### src/rtl/decor_pkg.sv
package decor_pkg;
  typedef enum logic {SEL_A = 1'b0, SEL_B = 1'b1} sel_e;

  localparam int unsigned NUM_REGS = 2;

  function automatic logic [31:0] tap_mask4(input int unsigned t0, input int unsigned t1,
                                            input int unsigned t2, input int unsigned t3);
    logic [31:0] m;
    m = '0;
    m[t0] = 1'b1;
    m[t1] = 1'b1;
    m[t2] = 1'b1;
    m[t3] = 1'b1;
    return m;
  endfunction
endpackage

### src/rtl/decor_hist_reg.sv
module decor_hist_reg #(
  parameter int unsigned W = 16
) (
  input  logic         clk_i,
  input  logic         rst_ni,
  input  logic         shift_i,
  input  logic         recyc_i,
  input  logic         bit_i,
  output logic [W-1:0] q_o,
  output logic [W-1:0] nx_o
);
  logic [W-1:0] q_q;
  logic         ins;

  // recycle puts the outgoing bit back in at the bottom
  assign ins  = recyc_i ? q_q[W-1] : bit_i;
  assign nx_o = shift_i ? {q_q[W-2:0], ins} : q_q;
  assign q_o  = q_q;

  always_ff @(posedge clk_i or negedge rst_ni) begin
    if (!rst_ni) q_q <= '0;
    else         q_q <= nx_o;
  end
endmodule

### src/rtl/decor_fill_cnt.sv
module decor_fill_cnt #(
  parameter int unsigned W = 16
) (
  input  logic clk_i,
  input  logic rst_ni,
  input  logic inc_i,
  output logic full_o
);
  localparam int unsigned CW = $clog2(W + 1);
  localparam logic [CW-1:0] FULL = CW'(W);

  logic [CW-1:0] cnt_q;
  logic [CW-1:0] cnt_d;

  assign cnt_d  = (inc_i && cnt_q != FULL) ? cnt_q + 1'b1 : cnt_q;
  // full including the bit taken this cycle
  assign full_o = (cnt_d == FULL);

  always_ff @(posedge clk_i or negedge rst_ni) begin
    if (!rst_ni) cnt_q <= '0;
    else         cnt_q <= cnt_d;
  end
endmodule

### src/rtl/decor_tap_xor.sv
module decor_tap_xor #(
  parameter int unsigned   W    = 16,
  parameter logic [W-1:0]  MASK = '0
) (
  input  logic [W-1:0] vec_i,
  output logic         par_o
);
  assign par_o = ^(vec_i & MASK);
endmodule

### src/rtl/alt_decorrelator.sv
module alt_decorrelator #(
  parameter int unsigned W       = 16,
  parameter int unsigned TAP0    = 0,
  parameter int unsigned TAP1    = 3,
  parameter int unsigned TAP2    = 7,
  parameter int unsigned TAP3    = 12,
  parameter int unsigned MIX_TAP = 5
) (
  input  logic clk_i,
  input  logic rst_ni,
  input  logic bit_i,
  input  logic valid_i,
  input  logic mode_i,
  input  logic recyc_i,
  output logic out_bit_o,
  output logic out_valid_o
);
  import decor_pkg::*;

  localparam logic [31:0]  MASK32   = tap_mask4(TAP0, TAP1, TAP2, TAP3);
  localparam logic [W-1:0] TAP_MASK = MASK32[W-1:0];
  localparam logic [W-1:0] MIX_MASK = W'(1) << MIX_TAP;

  sel_e         sel_q;
  logic [W-1:0] hist_q  [NUM_REGS];
  logic [W-1:0] hist_nx [NUM_REGS];
  logic         full    [NUM_REGS];
  logic [W-1:0] tgt_nx;
  logic [W-1:0] oth_q;
  logic         tap_par;
  logic         mix_par;
  logic         recyc_en;

  assign recyc_en = mode_i & recyc_i;

  for (genvar g = 0; g < NUM_REGS; g++) begin : g_reg
    logic step;
    assign step = valid_i && (sel_q == sel_e'(g));

    decor_hist_reg #(.W(W)) u_hist (
      .clk_i  (clk_i),
      .rst_ni (rst_ni),
      .shift_i(step),
      .recyc_i(recyc_en),
      .bit_i  (bit_i),
      .q_o    (hist_q[g]),
      .nx_o   (hist_nx[g])
    );

    decor_fill_cnt #(.W(W)) u_fill (
      .clk_i (clk_i),
      .rst_ni(rst_ni),
      .inc_i (step),
      .full_o(full[g])
    );
  end

  assign tgt_nx = (sel_q == SEL_B) ? hist_nx[1] : hist_nx[0];
  assign oth_q  = (sel_q == SEL_B) ? hist_q[0]  : hist_q[1];

  decor_tap_xor #(.W(W), .MASK(TAP_MASK)) u_tap (
    .vec_i(tgt_nx),
    .par_o(tap_par)
  );

  decor_tap_xor #(.W(W), .MASK(MIX_MASK)) u_mix (
    .vec_i(oth_q),
    .par_o(mix_par)
  );

  always_ff @(posedge clk_i or negedge rst_ni) begin
    if (!rst_ni) begin
      sel_q       <= SEL_A;
      out_bit_o   <= 1'b0;
      out_valid_o <= 1'b0;
    end else begin
      out_valid_o <= valid_i && full[0] && full[1];
      if (valid_i) begin
        sel_q     <= (sel_q == SEL_A) ? SEL_B : SEL_A;
        out_bit_o <= tap_par ^ (mode_i & mix_par);
      end
    end
  end
endmodule

### config.mk
export PLATFORM = sky130hd
export DESIGN_NAME = alt_decorrelator
export DESIGN_NICKNAME = d
export VERILOG_FILES = /design/src/rtl/decor_pkg.sv /design/src/rtl/decor_hist_reg.sv /design/src/rtl/decor_fill_cnt.sv /design/src/rtl/decor_tap_xor.sv /design/src/rtl/alt_decorrelator.sv
export SDC_FILE = /design/constraint.sdc
export NUM_CORES = 1
export LEC_CHECK = 0
export BUFFER_PORTS_ARGS = -buffer_cell sky130_fd_sc_hd__clkbuf_2
export CORE_MARGIN = 4
export CORE_UTILIZATION = 45
export DETAILED_ROUTE_END_ITERATION = 12
export HOLD_SLACK_MARGIN = 0.05
export PLACE_DENSITY_LB_ADDON = 0.08
export SLEW_MARGIN = 15
export SYNTH_ARGS = -nofsm -noshare
export SYNTH_HDL_FRONTEND = slang
export SYNTH_SLANG_ARGS = --single-unit
export TNS_END_PERCENT = 10
### constraint.sdc
create_clock -name clk_i -period 3.7 [get_ports clk_i]
set_input_delay 0.74 -clock clk_i [delete_from_list [all_inputs] [get_ports clk_i]]
set_output_delay 0.74 -clock clk_i [all_outputs]
set_load 0.02 [all_outputs]
# Yosys cells after proc, flatten, opt, wreduce, memory -nomap -nowiden
# Index checks and enable logic that the tools add are counted.
# op_classes
add_sub_neg	2
eq_ne	4
n_mux	9
n_bitwise	4
n_reduce_logical	8
# op_table
cell	count
$mux W16	2
$reduce_xor A16 Y1	2
$mux W13	1
$add A5 B1 Y5 const B	2
$eq A5 B5 Y1 const B	2
$mux W5	2
$ne A5 B5 Y1 const B	2
$logic_and A1 B1 Y1	6
$mux W6	1
$mux W1	3
$and A1 B1 Y1	2
$not A1 Y1	1
$xor A1 B1 Y1	1
# word_totals
reg_bits	45

# Longest topological paths before layout
# logic_depth
ltp_word	7
ltp_mapped	7
mapped_depth_nobuf	7

# By module
# Synthesis repeated with hierarchy kept, for this count alone.
# hier_totals
hier_cells	182
area_unflattened_um2	2647.5
# modules_own_cells
module	n_inst	cells_per_inst	area_each_um2
decor_hist_reg	2	36	649.4
alt_decorrelator	1	48	664.4
decor_fill_cnt	2	29	325.3
decor_tap_xor (u_tap)	1	3	26.3
decor_tap_xor (u_mix)	1	1	7.5

# Worst setup path before layout
# Ideal clock, no wire load.
# synth_timing
path_type	input -> register
startpoint	in valid_i
endpoint	reg out_valid_o
setup_ns	0.111
t_arrival_ns	2.038
required_ns	3.589
setup_slack_ns	1.551
cell_stages	7
path_buffers	2
path_cell_list	buf_6 > nor2b_4 > buf_6 > and3b_1 > xor2_1 > or3b_1 > a2111oi_2
# synth_between
elab_chain_len	6
word_cells_on_any_way	10
cone_classes	2 x eq/ne; 2 x mux; 6 x reduce/logical
# synth_lines
item	line_no	rtl
from (decl)	alt_decorrelator.sv:12	input logic valid_i,
$logic_and A1 B1 Y1	alt_decorrelator.sv:38	assign step = valid_i && (sel_q == sel_e'(g));
$logic_and A1 B1 Y1	decor_fill_cnt.sv:15	assign cnt_d = (inc_i && cnt_q != FULL) ? cnt_q + 1'b1 : cnt_q;
$mux W5	decor_fill_cnt.sv:15	
net g_reg[0].u_fill.cnt_d[2]	decor_fill_cnt.sv:13	logic [CW-1:0] cnt_d;
$eq A5 B5 Y1	decor_fill_cnt.sv:17	assign full_o = (cnt_d == FULL);
$logic_and A1 B1 Y1 (2 in series)	alt_decorrelator.sv:77	out_valid_o <= valid_i && full[0] && full[1];
to (signal assigned)	alt_decorrelator.sv:77	
to (decl)	alt_decorrelator.sv:16	output logic out_valid_o
# The timed path passes the listed nets, and every way through them passes these cells.
# A chain may end at the register's enable or synchronous reset.

# Worst setup path after layout
# Ends and elaborated chain as after synthesis.

==> impl_results.md <==
* Outcome: finished, final reports clean
* R2r setup slk at roughly 1500 ps
* Starting Density at between 40% and 50%
* CP Launch Type: primary input
* CTS tree: built
* Final WL at approximately 3300 um
* Nets at between 150 and 200
* Share of the synthesized area in the top cell type at 54.9%
* GP Congestion at roughly 0.83
* Fin. Hold Viols at 0
* Final Non-Filler Cells at 208
* Crit path max-delay family: simple AND/OR/NAND/NOR gates
* DR vias/cell at about 5.4
* Area of the core at about 4400 sq um
* Total number of vias at 1122
* Post-DP HPWL at approximately 2300 um
* Leakage at between 0.9 and 1 nW
* IO Port Bufs at 7
* Worst setup path class: primary input to flip-flop
* Share of cells above drive strength 1 at 33.3%
* Mapped Cells at roughly 150
* Filler cells at around 400
* Largest area contributor in the netlist: dfrtp_1
* Ys Warns at 0
* Dpl cells at 200
* Max Root-Sink Buffers at 2
* Worst Reg-to-Reg Cells at 7
* DRC viols at 0
* Worst path cell trace: clkbuf_2 -> nor2b_4 -> and3b_1 -> xor2_1 -> or3b_1 -> a2111oi_2
* # clock sinks at 45
* Most frequent cells in the layout: dfrtp_1, mux2_2, xor2_1, clkbuf_8
* CP endpoint kind: flip-flop
* Rel. slew slack at between 30% and 40%
* Top post-synthesis cells by area: dfrtp_1, mux2_2, xor2_1
* Max-Cap Viols at 0
* ANT cells at 0
* Tmin final at 2250 ps
* Gr ovfl total at 0
* Resized Gates After CTS at 0
* VDD IR max at roughly 0.33 mV
* First-pass GRT wire length at between 5000 and 6000 um
* Worst R2R End: out_valid_o
* Synth Flop Type: dfrtp_1
* Max frequency at 0.445 GHz
* Largest net degree at the start of global routing at 46
* DRT Pass-1 Iters at 4
* Worst EP required at 3890 ps
* Post-synth EDFFs at 0
* Arrival time worst endpoint at about 2400 ps
* Final ANT Viol Nets at 0
* Worst hold stages at 1
* CP Max Fanout at 19
* WP buf/inv at 1
* HP Class: flip-flop to flip-flop
* Setup TNS at 0 ps
* CTS buffer count at 5
* Pwr/cell area at ~860 nW/um^2
* CTS clock-pin slew for the worst setup and hold paths at ~80 ps
* Slew Viols, Final at 0
* Slew at the pin closest to its max-slew limit at between 900 and 1000 ps
* Rows at 24
* Async set-reset flop share out of synthesis at between 90% and 100%
* Routed wire per std cell at 16.1 um
* CTS Hold Buffers Added at 0
* Die X at ~76 um
* Number of global-route vias before repair at between 1000 and 1500
* Root Buffer: clkbuf_8
* Clk Latency, worst-skew pair at around 290 ps
* Post-synth cell types at 40
* Clock skew at between 6 and 7 ps
* H-tree depth at 2
* Initial DRC Count at 14
* Syn nets at about 160
* Design Area, Final at 2200 sq um
* CP max stage delay at just under 500 ps
* Most common cell after layout, fill and taps aside: dfrtp_1
* Die ar. at about 5700 sq um
* Post-place instance area at about 2100 sq um
* Initial antenna violation count at 0
* Final worst-path cycle share at approximately three fifths
* Ports at 8
* Die Height at between 70 and 80 um
* Area Overhead vs Synth at 7.44%
* FF+latch count, synth at 45
* Endpoints failing setup at 0
* Tot GR Track Use at between 10 and 15%
* Register area share after synthesis at between 50% and 60%
* Slowest stage cell, crit path: nor2b_4
* Post-Syn Area per Cell at 14.1 sq um
* R2R Path Start: g_reg[0].u_fill.cnt_q[0]
* RSZ-0062 raised after global routing: no
* Setup Buffers After CTS at 0
* Mapped Area at about 2100 sq um
[cell type report]
class	instances	area [sq um]	share of cell area [%]
multi-input combinational	90	855	38.8
inverter	6	22.5	1.02
clock buffer	7	96.3	4.37
timing repair buffer	7	35.0	1.59
sequential	45	1130	51.1
clock inverter	1	5.00	0.227
tap	52	65.1	2.95
[power breakdown]
part           switching, mW  internal (mW)  leakage (nW)
combinational          0.276          0.379         0.372
clock                  0.154          0.169        0.0542
sequential             0.189          0.731         0.548
total                  0.619           1.28         0.974
[logic make-up (layout without fill, tap and decap cells)]
group / Yosys count / in the layout / synth area share (%)
AOI/OAI and AO/OA: 14 / 14 / 5.79
xor gates and xnor gates: 13 / 13 / 5.55
adders and majority gates: 4 / 4 / 2.44
buffers and inverters: 11 / 21 / 3.48
DFF: 45 / 45 / 54.9
muxes: 33 / 33 / 19.3
and+or+nand+nor: 26 / 26 / 8.54
[through the flow]
| step | power (mW) | hold slack [ps] | setup WS, ps | utilization, % |
|---|---|---|---|---|
| CTS | 1.92 | 507 | 1450 | 50.3 |
| finish | 1.90 | 507 | 1450 | 50.3 |
| global placement | 1.55 | 477 | 1200 | 48.0 |
| global route | 2.04 | 517 | 1280 | 50.3 |
| floorplan | 1.44 | 444 | 1550 | - |
| detailed placement | 1.59 | 488 | 1130 | 48.0 |
[worst reg2reg max path, stage by stage (launching register included)]
cell	delay (ps)
dfrtp_1	390
inv_1	90
ha_1	200
and4bb_1	210
nor3_1	440
nand2_1	120
a211o_1	310
a2111oi_2	330
[cells in the mapped netlist, drive strengths merged, types with 3 or more instances]
cell	n
nand3	4
ha	4
mux2	30
buf	4
xor2	7
dfrtp	45
inv	6
nand2	3
nand4	3
xnor2	6
[how the worst max path moves through the flow]
stage | slack [ps] | start | end | depth (start not counted)
floorplan | 1550 | valid_i | out_valid_o | 7
global placement | 1200 | valid_i | out_valid_o | 6
detailed placement | 1130 | valid_i | out_valid_o | 6
CTS | 1450 | valid_i | out_valid_o | 6
global route | 1280 | valid_i | out_valid_o | 6
finish | 1450 | valid_i | out_valid_o | 6
[layer usage]
metal / vias up / GRT usage (%) / wire (um)
li1: 537 / - / -
met1: 578 / 18.3 / 1580
met2: 5 / 21.4 / 1680
met3: 2 / 5.54 / 69
met4: 0 / 4.08 / 14
met5: - / 0 / 0
Note: power is estimated with default switching activity, not from simulation.
